### src/rtl/alarm_pkg.sv
package alarm_pkg;

  typedef enum logic {
    ALM_LATCH = 1'b0,
    ALM_PULSE = 1'b1
  } alm_mode_e;

  // Counter width that can hold values from 0 up to n
  function automatic int cnt_width(input int n);
    return (n < 2) ? 1 : $clog2(n + 1);
  endfunction

endpackage

### src/rtl/alarm_match.sv
module alarm_match #(
  parameter int NF = 6,
  parameter int FW = 8
) (
  input  logic               clk,
  input  logic               rst_n,
  input  logic               battery,
  input  logic [NF*(FW-1)-1:0] now_v,
  input  logic [NF*FW-1:0]   alm_v,
  output logic               hit,
  output logic               evt
);
  localparam int TW = FW - 1;

  logic [NF-1:0] fld_en;
  logic [NF-1:0] fld_ok;
  logic          hit_q;
  logic          any_en;

  // A field passes when disabled, or when its value equals the time
  function automatic logic field_pass(input logic [FW-1:0] a, input logic [TW-1:0] t);
    return !a[FW-1] || (a[TW-1:0] == t);
  endfunction

  for (genvar i = 0; i < NF; i++) begin : g_fld
    assign fld_en[i] = alm_v[i*FW + FW - 1];
    assign fld_ok[i] = field_pass(alm_v[i*FW +: FW], now_v[i*TW +: TW]);
  end

  assign any_en = |fld_en;
  assign hit    = any_en && (&fld_ok) && !battery;
  assign evt    = hit && !hit_q;

  always_ff @(posedge clk or negedge rst_n) begin
    if (!rst_n) hit_q <= 1'b0;
    else        hit_q <= hit;
  end

  a_r2_no_fields: assert property (@(posedge clk) disable iff (!rst_n)
    (fld_en == '0) |-> !evt);
  a_r7_single_event: assert property (@(posedge clk) disable iff (!rst_n)
    evt |=> !evt);
  a_r9_no_evt_batt: assert property (@(posedge clk) disable iff (!rst_n)
    battery |-> !evt);

endmodule

### src/rtl/alarm_pulse.sv
module alarm_pulse
  import alarm_pkg::*;
#(
  parameter int PULSE_MS = 250
) (
  input  logic clk,
  input  logic rst_n,
  input  logic tick,
  input  logic load,
  input  logic kill,
  output logic active
);
  localparam int CW = cnt_width(PULSE_MS);
  localparam logic [CW-1:0] FULL = CW'(PULSE_MS);

  logic [CW-1:0] cnt;

  always_ff @(posedge clk or negedge rst_n) begin
    if (!rst_n)                     cnt <= '0;
    else if (kill)                  cnt <= '0;
    else if (load)                  cnt <= FULL;
    else if (tick && cnt != '0)     cnt <= cnt - 1'b1;
  end

  assign active = (cnt != '0);

  a_r8_cnt_bound: assert property (@(posedge clk) disable iff (!rst_n)
    cnt <= FULL);
  a_r6_pulse_load: assert property (@(posedge clk) disable iff (!rst_n)
    (load && !kill) |=> (cnt == FULL));
  a_r6_hold_no_tick: assert property (@(posedge clk) disable iff (!rst_n)
    (!tick && !load && !kill) |=> $stable(cnt));

endmodule

### src/rtl/alarm_status.sv
module alarm_status (
  input  logic clk,
  input  logic rst_n,
  input  logic set,
  input  logic clr,
  output logic stat
);
  always_ff @(posedge clk or negedge rst_n) begin
    if (!rst_n)   stat <= 1'b0;
    else if (set) stat <= 1'b1;
    else if (clr) stat <= 1'b0;
  end

  a_r10_set_wins: assert property (@(posedge clk) disable iff (!rst_n)
    set |=> stat);
  a_r4_clear: assert property (@(posedge clk) disable iff (!rst_n)
    (clr && !set) |=> !stat);

endmodule

### src/rtl/cal_alarm.sv
module cal_alarm
  import alarm_pkg::*;
#(
  parameter int NUM_FIELDS = 6,
  parameter int FIELD_W    = 8,
  parameter int PULSE_MS   = 250
) (
  input  logic                              clk,
  input  logic                              rst_n,
  input  logic                              tick_1k,
  input  logic [NUM_FIELDS*(FIELD_W-1)-1:0] now_fields,
  input  logic [NUM_FIELDS*FIELD_W-1:0]     alarm_fields,
  input  logic                              pulse_mode,
  input  logic                              auto_clr,
  input  logic                              battery,
  input  logic                              stat_wr,
  input  logic                              stat_wr_val,
  input  logic                              stat_rd,
  output logic                              irq_n,
  output logic                              alm_stat
);
  alm_mode_e mode;
  logic      hit;
  logic      evt;
  logic      clr_req;
  logic      pulse_load;
  logic      pulse_on;

  assign mode       = alm_mode_e'(pulse_mode);
  assign clr_req    = (stat_wr && !stat_wr_val) || (stat_rd && auto_clr);
  assign pulse_load = evt && (mode == ALM_PULSE);

  alarm_match #(.NF(NUM_FIELDS), .FW(FIELD_W)) u_match (
    .clk     (clk),
    .rst_n   (rst_n),
    .battery (battery),
    .now_v   (now_fields),
    .alm_v   (alarm_fields),
    .hit     (hit),
    .evt     (evt)
  );

  alarm_status u_stat (
    .clk   (clk),
    .rst_n (rst_n),
    .set   (evt),
    .clr   (clr_req),
    .stat  (alm_stat)
  );

  alarm_pulse #(.PULSE_MS(PULSE_MS)) u_pulse (
    .clk    (clk),
    .rst_n  (rst_n),
    .tick   (tick_1k),
    .load   (pulse_load),
    .kill   (battery),
    .active (pulse_on)
  );

  always_comb begin
    if (battery)                irq_n = 1'b1;
    else if (mode == ALM_PULSE) irq_n = !pulse_on;
    else                        irq_n = !alm_stat;
  end

  a_r9_batt_quiet: assert property (@(posedge clk) disable iff (!rst_n)
    battery |-> irq_n);
  a_r3_latch_irq: assert property (@(posedge clk) disable iff (!rst_n)
    (!battery && mode == ALM_LATCH && alm_stat) |-> !irq_n);
  a_r3_evt_sets: assert property (@(posedge clk) disable iff (!rst_n)
    (evt && hit) |=> alm_stat);
  a_r5_read_keeps: assert property (@(posedge clk) disable iff (!rst_n)
    (!evt && !stat_wr && stat_rd && !auto_clr) |=> $stable(alm_stat));

endmodule

### config.mk
export PLATFORM = sky130hd
export DESIGN_NAME = cal_alarm
export DESIGN_NICKNAME = d
export VERILOG_FILES = /design/src/rtl/alarm_pkg.sv /design/src/rtl/alarm_match.sv /design/src/rtl/alarm_pulse.sv /design/src/rtl/alarm_status.sv /design/src/rtl/cal_alarm.sv
export SDC_FILE = /design/constraint.sdc
export NUM_CORES = 1
export LEC_CHECK = 0
export ABC_AREA = 1
export BUFFER_PORTS_ARGS = -buffer_cell sky130_fd_sc_hd__buf_2
export CAP_MARGIN = 20
export CORE_MARGIN = 2
export CORE_UTILIZATION = 47
export CTS_BUF_LIST = sky130_fd_sc_hd__clkbuf_4 sky130_fd_sc_hd__clkbuf_8
export DETAILED_ROUTE_END_ITERATION = 6
export GPL_TIMING_DRIVEN = 0
export PLACE_DENSITY = 0.89
export SYNTH_ARGS = -nofsm -noshare
export SYNTH_HDL_FRONTEND = slang
export SYNTH_HIERARCHICAL = 1
export SYNTH_SLANG_ARGS = --single-unit
### constraint.sdc
create_clock -name clk -period 2.5 [get_ports clk]
set_input_delay 0.375 -clock clk [delete_from_list [all_inputs] [get_ports clk]]
set_output_delay 0.375 -clock clk [all_outputs]
set_load 0.02 [all_outputs]
==> Word-level counts from Yosys, hierarchy flattened <==
Cells that the tools add are included.
{ "totals": {"register_bits": 10, "in_bits": 99, "elab_cells": 47} }
{ "op_classes": {"addsub": 1, "n_eq_ne": 6, "muxes": 7, "reduce_logical": 30} }
{ "ops": {"columns": ["op", "count"], "rows": [
  ["== test 7 bit", 6],
  ["two-way mux 8 bit", 3],
  ["logical NOT 1 bit", 11],
  ["nonzero test 8 bit", 1],
  ["subtractor 8 x 1 -> 8 bit (second input constant)", 1],
  ["logical AND 1 bit", 7],
  ["logical OR 1 bit", 7],
  ["AND reduction 6 bit", 1],
  ["OR reduction 6 bit", 1],
  ["two-way mux 1 bit", 4],
  ["nonzero test 3 bit", 1],
  ["nonzero test 2 bit", 1]
]} }

==> Longest topological paths before layout <==
{ "logic_depth": {"depth_word": 9, "mapped_depth": 18, "ltp_nobuf": 17} }

==> Modules after synthesis <==
The synthesis kept the hierarchy.
{ "modules_own_cells": {"columns": ["mod", "n_inst", "cells_per_inst", "area_per_inst_um2", "seq_area_each_um2"], "rows": [
  ["alarm_match", 1, 183, 825.8, 25.0],
  ["alarm_pulse", 1, 79, 558.0, 200.2],
  ["cal_alarm", 1, 12, 55.1, 0.0],
  ["alarm_status", 1, 5, 40.0, 25.0]
]} }

==> Worst setup path after synthesis <==
No wires, ideal clock.
{ "synth_path": {"path_type": "input port to flip-flop", "startpoint": "in alarm_fields[41]", "endpoint": "reg u_pulse.cnt[4]", "setup_time_ns": 0.119, "t_arrival_ns": 1.553, "t_required_ns": 2.381, "setup_slack_ns": 0.828, "stages": 17, "cell_sequence": "nand2_1 -> inv_1 -> nor2_1 -> nor2_1 -> nand2_1 -> nor2_1 -> nor2_1 -> nor2_1 -> nand2_1 -> nor2_2 -> nand2_1 -> inv_1 -> nor2_1 -> nand2_2 -> buf_6 -> nand3_1 -> o21ai_2"} }
{ "synth_between": {"elab_chain_cells": 9, "elab_cells_between_ends": 10, "classes_between": "eq/ne (1); mux (2); reduce/logical (7)"} }
{ "synth_lines": {"columns": ["item", "line_no", "rtl"], "rows": [
  ["start, declared", "cal_alarm.sv:12", "input logic [NUM_FIELDS*FIELD_W-1:0] alarm_fields,"],
  ["== test 7 bit (*)", "alarm_match.sv:22", "return !a[FW-1] || (a[TW-1:0] == t);"],
  ["logical OR 1 bit (*)", "alarm_match.sv:22", null],
  ["AND reduction 6 bit (*)", "alarm_match.sv:31", "assign hit = any_en && (&fld_ok) && !battery;"],
  ["logical AND 1 bit (*) (2 in a row)", "alarm_match.sv:31", null],
  ["logical AND 1 bit (*)", "alarm_match.sv:32", "assign evt = hit && !hit_q;"],
  ["via evt", "cal_alarm.sv:24", "logic evt;"],
  ["logical AND 1 bit (*)", "cal_alarm.sv:31", "assign pulse_load = evt && (mode == ALM_PULSE);"],
  ["via pulse_load", "cal_alarm.sv:26", "logic pulse_load;"],
  ["two-way mux 8 bit", "alarm_pulse.sv:21", "else if (load) cnt <= FULL;"],
  ["two-way mux 8 bit", "alarm_pulse.sv:20", "else if (kill) cnt <= '0;"],
  ["end signal, assigned", "alarm_pulse.sv:22", "else if (tick && cnt != '0) cnt <= cnt - 1'b1;"],
  ["end, declared", "alarm_pulse.sv:16", "logic [CW-1:0] cnt;"]
]} }
The timed path passes the listed nets; every way through them passes the cells marked *.
A chain may end at the register's enable or synchronous reset.

==> Final worst setup path <==
{ "layout_path": {"startpoint": "reg u_pulse.cnt[0]", "endpoint": "out irq_n"} }
{ "layout_between": {"elab_chain_cells": 4} }
{ "layout_lines": {"columns": ["item", "line_no", "rtl"], "rows": [
  ["nonzero test 8 bit", "alarm_pulse.sv:25", "assign active = (cnt != '0);"],
  ["via pulse_on", "cal_alarm.sv:27", "logic pulse_on;"],
  ["logical NOT 1 bit", "cal_alarm.sv:62", "else if (mode == ALM_PULSE) irq_n = !pulse_on;"],
  ["two-way mux 1 bit", "cal_alarm.sv:62", null],
  ["two-way mux 1 bit", "cal_alarm.sv:61", "if (battery) irq_n = 1'b1;"],
  ["end, declared", "cal_alarm.sv:19", "output logic irq_n,"]
]} }
The timed path passes the listed nets, and every way through them passes these cells.

==> impl_metrics.csv <==
group,metric,value,unit
floorplanning,core.rowCount,20,
layout,fin_util,0.683,
synthesis,leading_cell_type_by_number_of_instances_after_synthesis,"nand2_1",
setup_path,worst_ep_required_time,2.12,ns
setup_path,worst_reg_to_reg_path_cell_count,8,
placed_design,place.gp.congestion,0.898,
route,finalWirelength,3.63,mm
outcome,failed_checks,"DRC",
layout,area_growth,39.8,%
placed_design,place_worst_setup_slack,0.487,ns
synthesis,synth-edff-count,0,
route,detail_route.vias_per_cell,4.37,
synthesis,synth_seq_cells,10,
synthesis,synth.avg_cell_area,5.30,sq um
timing,rsz0062_at_grt,"false",
floorplanning,fp.dieArea,3610,sq um
pwr,netSwitchingPower,449,uW
setup_path,end_kind,"primary output",
timing,fin_crit,2.02,ns
floorplanning,start_util,0.488,
clock_network,htree_levels,1,
synthesis,synthTopCellsByArea,"nand2_1 (27%), dfrtp_1 (17%), inv_1 (17%), nor2_1 (7.9%), xnor2_1 (7.7%)",
setup_path,timing.critical_path.arrival,1.65,ns
layout,layout.nets,485,
clock_network,cts_resized,0,
timing,fin_skew,0.00315,ns
route,detailedRoute.firstIterationViolations,89,
layout,num-fill-cells,259,
setup_path,timing.setup.critical_path_class,"register to primary output",
global_routing,wire_length_of_the_first_global_routing_pass,5.87,mm
worst_hold_path,worst_hold_path_type,"input port to register",
clock_network,post_cts_hold_buffer_count,1,
pwr,cellLeakagePower,0.00139,uW
timing,worst_pin_slew,0.349,ns
outcome,outcome,"finished with violations",
timing,final_critical_path_share_of_the_clock_period,0.809,
synthesis,synth_cells,279,
pwr,power.total,976,uW
synthesis,synth_ff_type,"dfrtp_1",
synthesis,synth.top_cells.by_count,"nand2_1 (107), inv_1 (66), nor2_1 (31), nand3_1 (22), xnor2_1 (13)",
pwr,power.share.switching,0.460,
global_routing,grt_antenna_before_repair,0,
route,dr_total_vias,1867,
floorplanning,top_level_ports,101,
pwr,comb_power_share,0.627,
layout,layout-drive-gt1-share,0.308,
flow_run,drv.max_cap_violation_count,0,
clock_network,post_cts_buffers,0,
pwr,worst_ir_drop_vdd,0.218,mV
global_routing,vias_in_the_first_global_route,1611,
pwr,power.share.clock,0.108,
synthesis,synth.lib_cells_used.distinct,20,
synthesis,syn_nets,379,
timing,slew_headroom,0.766,
synthesis,yosysWarningCount,6,
layout,area_occupied_by_multi_input_gates,970,sq um
pwr,p_per_area,472,nW/um^2
clock_network,clk_path_buf_depth,2,
route,postRouteAntennaNets,0,
floorplanning,die_width,60.1,um
timing,slew_viol_final,0,
synthesis,post-synth-top-area-cell,"nand2_1",
synthesis,synth_top_cell_area_share,0.272,
timing,tns,0,ns
setup_path,peak_fanout_along_the_critical_path,4,
synthesis,async_flop_share,1.00,
clock_network,clock_latency,0.25,ns
clock_network,clk_pin_slew_worst_paths,0.06,ns
layout,sequential_cell_area,250,sq um
layout,n_antenna_cell,0,
synthesis,synth_area,1480,sq um
global_routing,grt_start_max_net_pins,11,
floorplanning,floorplan.die.height,60.1,um
timing,setup_slack_after_layout,0.477,ns
worst_hold_path,min_path_cells,5,
global_routing,groute.usage.overall,0.206,
route,wl_per_cell,8.50,um
floorplanning,core-area,3030,sq um
pwr,p_int,527,uW
setup_path,critical_path.startpoint_type,"register",
clock_network,cts.sink_count,10,
global_routing,total_gr_overflow,0,
clock_network,cts_buffers,3,
route,drcViolationCount,3,
timing,timing.final.setup_violations,0,
clock_network,cts_root_buf,"clkbuf_4",
timing,timing_hold_violations_final,0,
synthesis,synth.yosys.seq_area_share,0.169,
route,dr.pass1.iters,7,
clock_network,cts_tree,"done",
placed_design,dp_hpwl,3.25,mm
placed_design,port-buffer-count,100,
setup_path,setup.reg_to_reg.worst_slack,0.91,ns
timing,achievable-frequency,0.494,GHz
pwr,pwr-share-seq,0.265,
power groups by stage:
stage / clock [uW] / combinational, uW / sequential, uW
detailed placement: 0 / 603 / 260
global placement: 0 / 584 / 258
floorplan: 0 / 441 / 250
global route: 121 / 700 / 263
finish: 105 / 612 / 259
CTS: 109 / 610 / 257
critical path, stage by stage, from the launching register on:
cell     delay, ns
dfrtp_1       0.40
inv_1         0.12
ha_1          0.24
nand2_2       0.11
inv_1         0.10
nand3_1       0.09
inv_1         0.06
nand2_1       0.05
nand3_2       0.06
buf_2         0.15
path summary, 6_finish.rpt:
check                                                 from                    endpoint
worst max-delay path            u_pulse/cnt[0]$_DFFE_PN0P_                       irq_n
worst min-delay path                           stat_wr_val     u_stat/stat$_DFFE_PN0P_
worst max register to register  u_pulse/cnt[0]$_DFFE_PN0P_  u_pulse/cnt[4]$_DFFE_PN0P_
worst min register to register     u_stat/stat$_DFFE_PN0P_     u_stat/stat$_DFFE_PN0P_
max in group asynchronous                            rst_n  u_pulse/cnt[4]$_DFFE_PN0P_
min in group asynchronous                            rst_n  u_pulse/cnt[1]$_DFFE_PN0P_
through the flow:
stage | instances | hold WS, ns | cell area, sq um
finish | 427 | 0.407 | 2070
detailed placement | 423 | 0.245 | 2030
CTS | 427 | 0.405 | 2070
global placement | 423 | 0.248 | 2030
floorplan | 279 | 0.0794 | 1480
global route | 427 | 0.415 | 2070
placed cells by master, fill, tap and decap left out, drive strengths merged:
| cell | instances |
|---|---|
| o21ai | 9 |
| dfrtp | 10 |
| buf | 101 |
| a21oi | 2 |
| nand2 | 110 |
| a31o | 1 |
| nor2 | 34 |
| inv | 66 |
| dlygate4sd3 | 1 |
| nor3 | 1 |
| clkbuf | 3 |
| xor2 | 7 |
| ha | 1 |
| o21bai | 1 |
| nand3 | 23 |
| xnor2 | 13 |
registers in the layout (all words and copies together), names as in the netlist:
| name | flops |
|---|---|
| u_pulse/cnt | 8 |
| u_match/hit_q | 1 |
| u_stat/stat | 1 |
layer usage:
metal | GRT usage | wire length, um | up-vias
li1 | - | - | 1022
met1 | 0.204 | 1390 | 761
met2 | 0.421 | 1950 | 80
met3 | 0.0346 | 259 | 4
met4 | 0.0667 | 26 | 0
met5 | 0 | 0 | -
area by class of cell:
cell class	instances	area share
Multi-Input combinational cell	202	0.469
Timing Repair Buffer	101	0.247
Sequential cell	10	0.121
Inverter	66	0.120
Tap cell	44	0.0266
Clock buffer	3	0.0109
Buffer	1	0.00545
kinds of logic (layout without fill, tap and decap cells):
group,Yosys count,count (layout),synth area share
flip-flops,10,10,0.169
buffers and inverters,67,171,0.175
AND/OR/NAND/NOR,168,168,0.460
XOR/XNOR,20,20,0.118
AO/OA/AOI/OAI,13,13,0.0685
adder cells (fa/ha/maj),1,1,0.00846
Power figures use the tool's default switching activity.
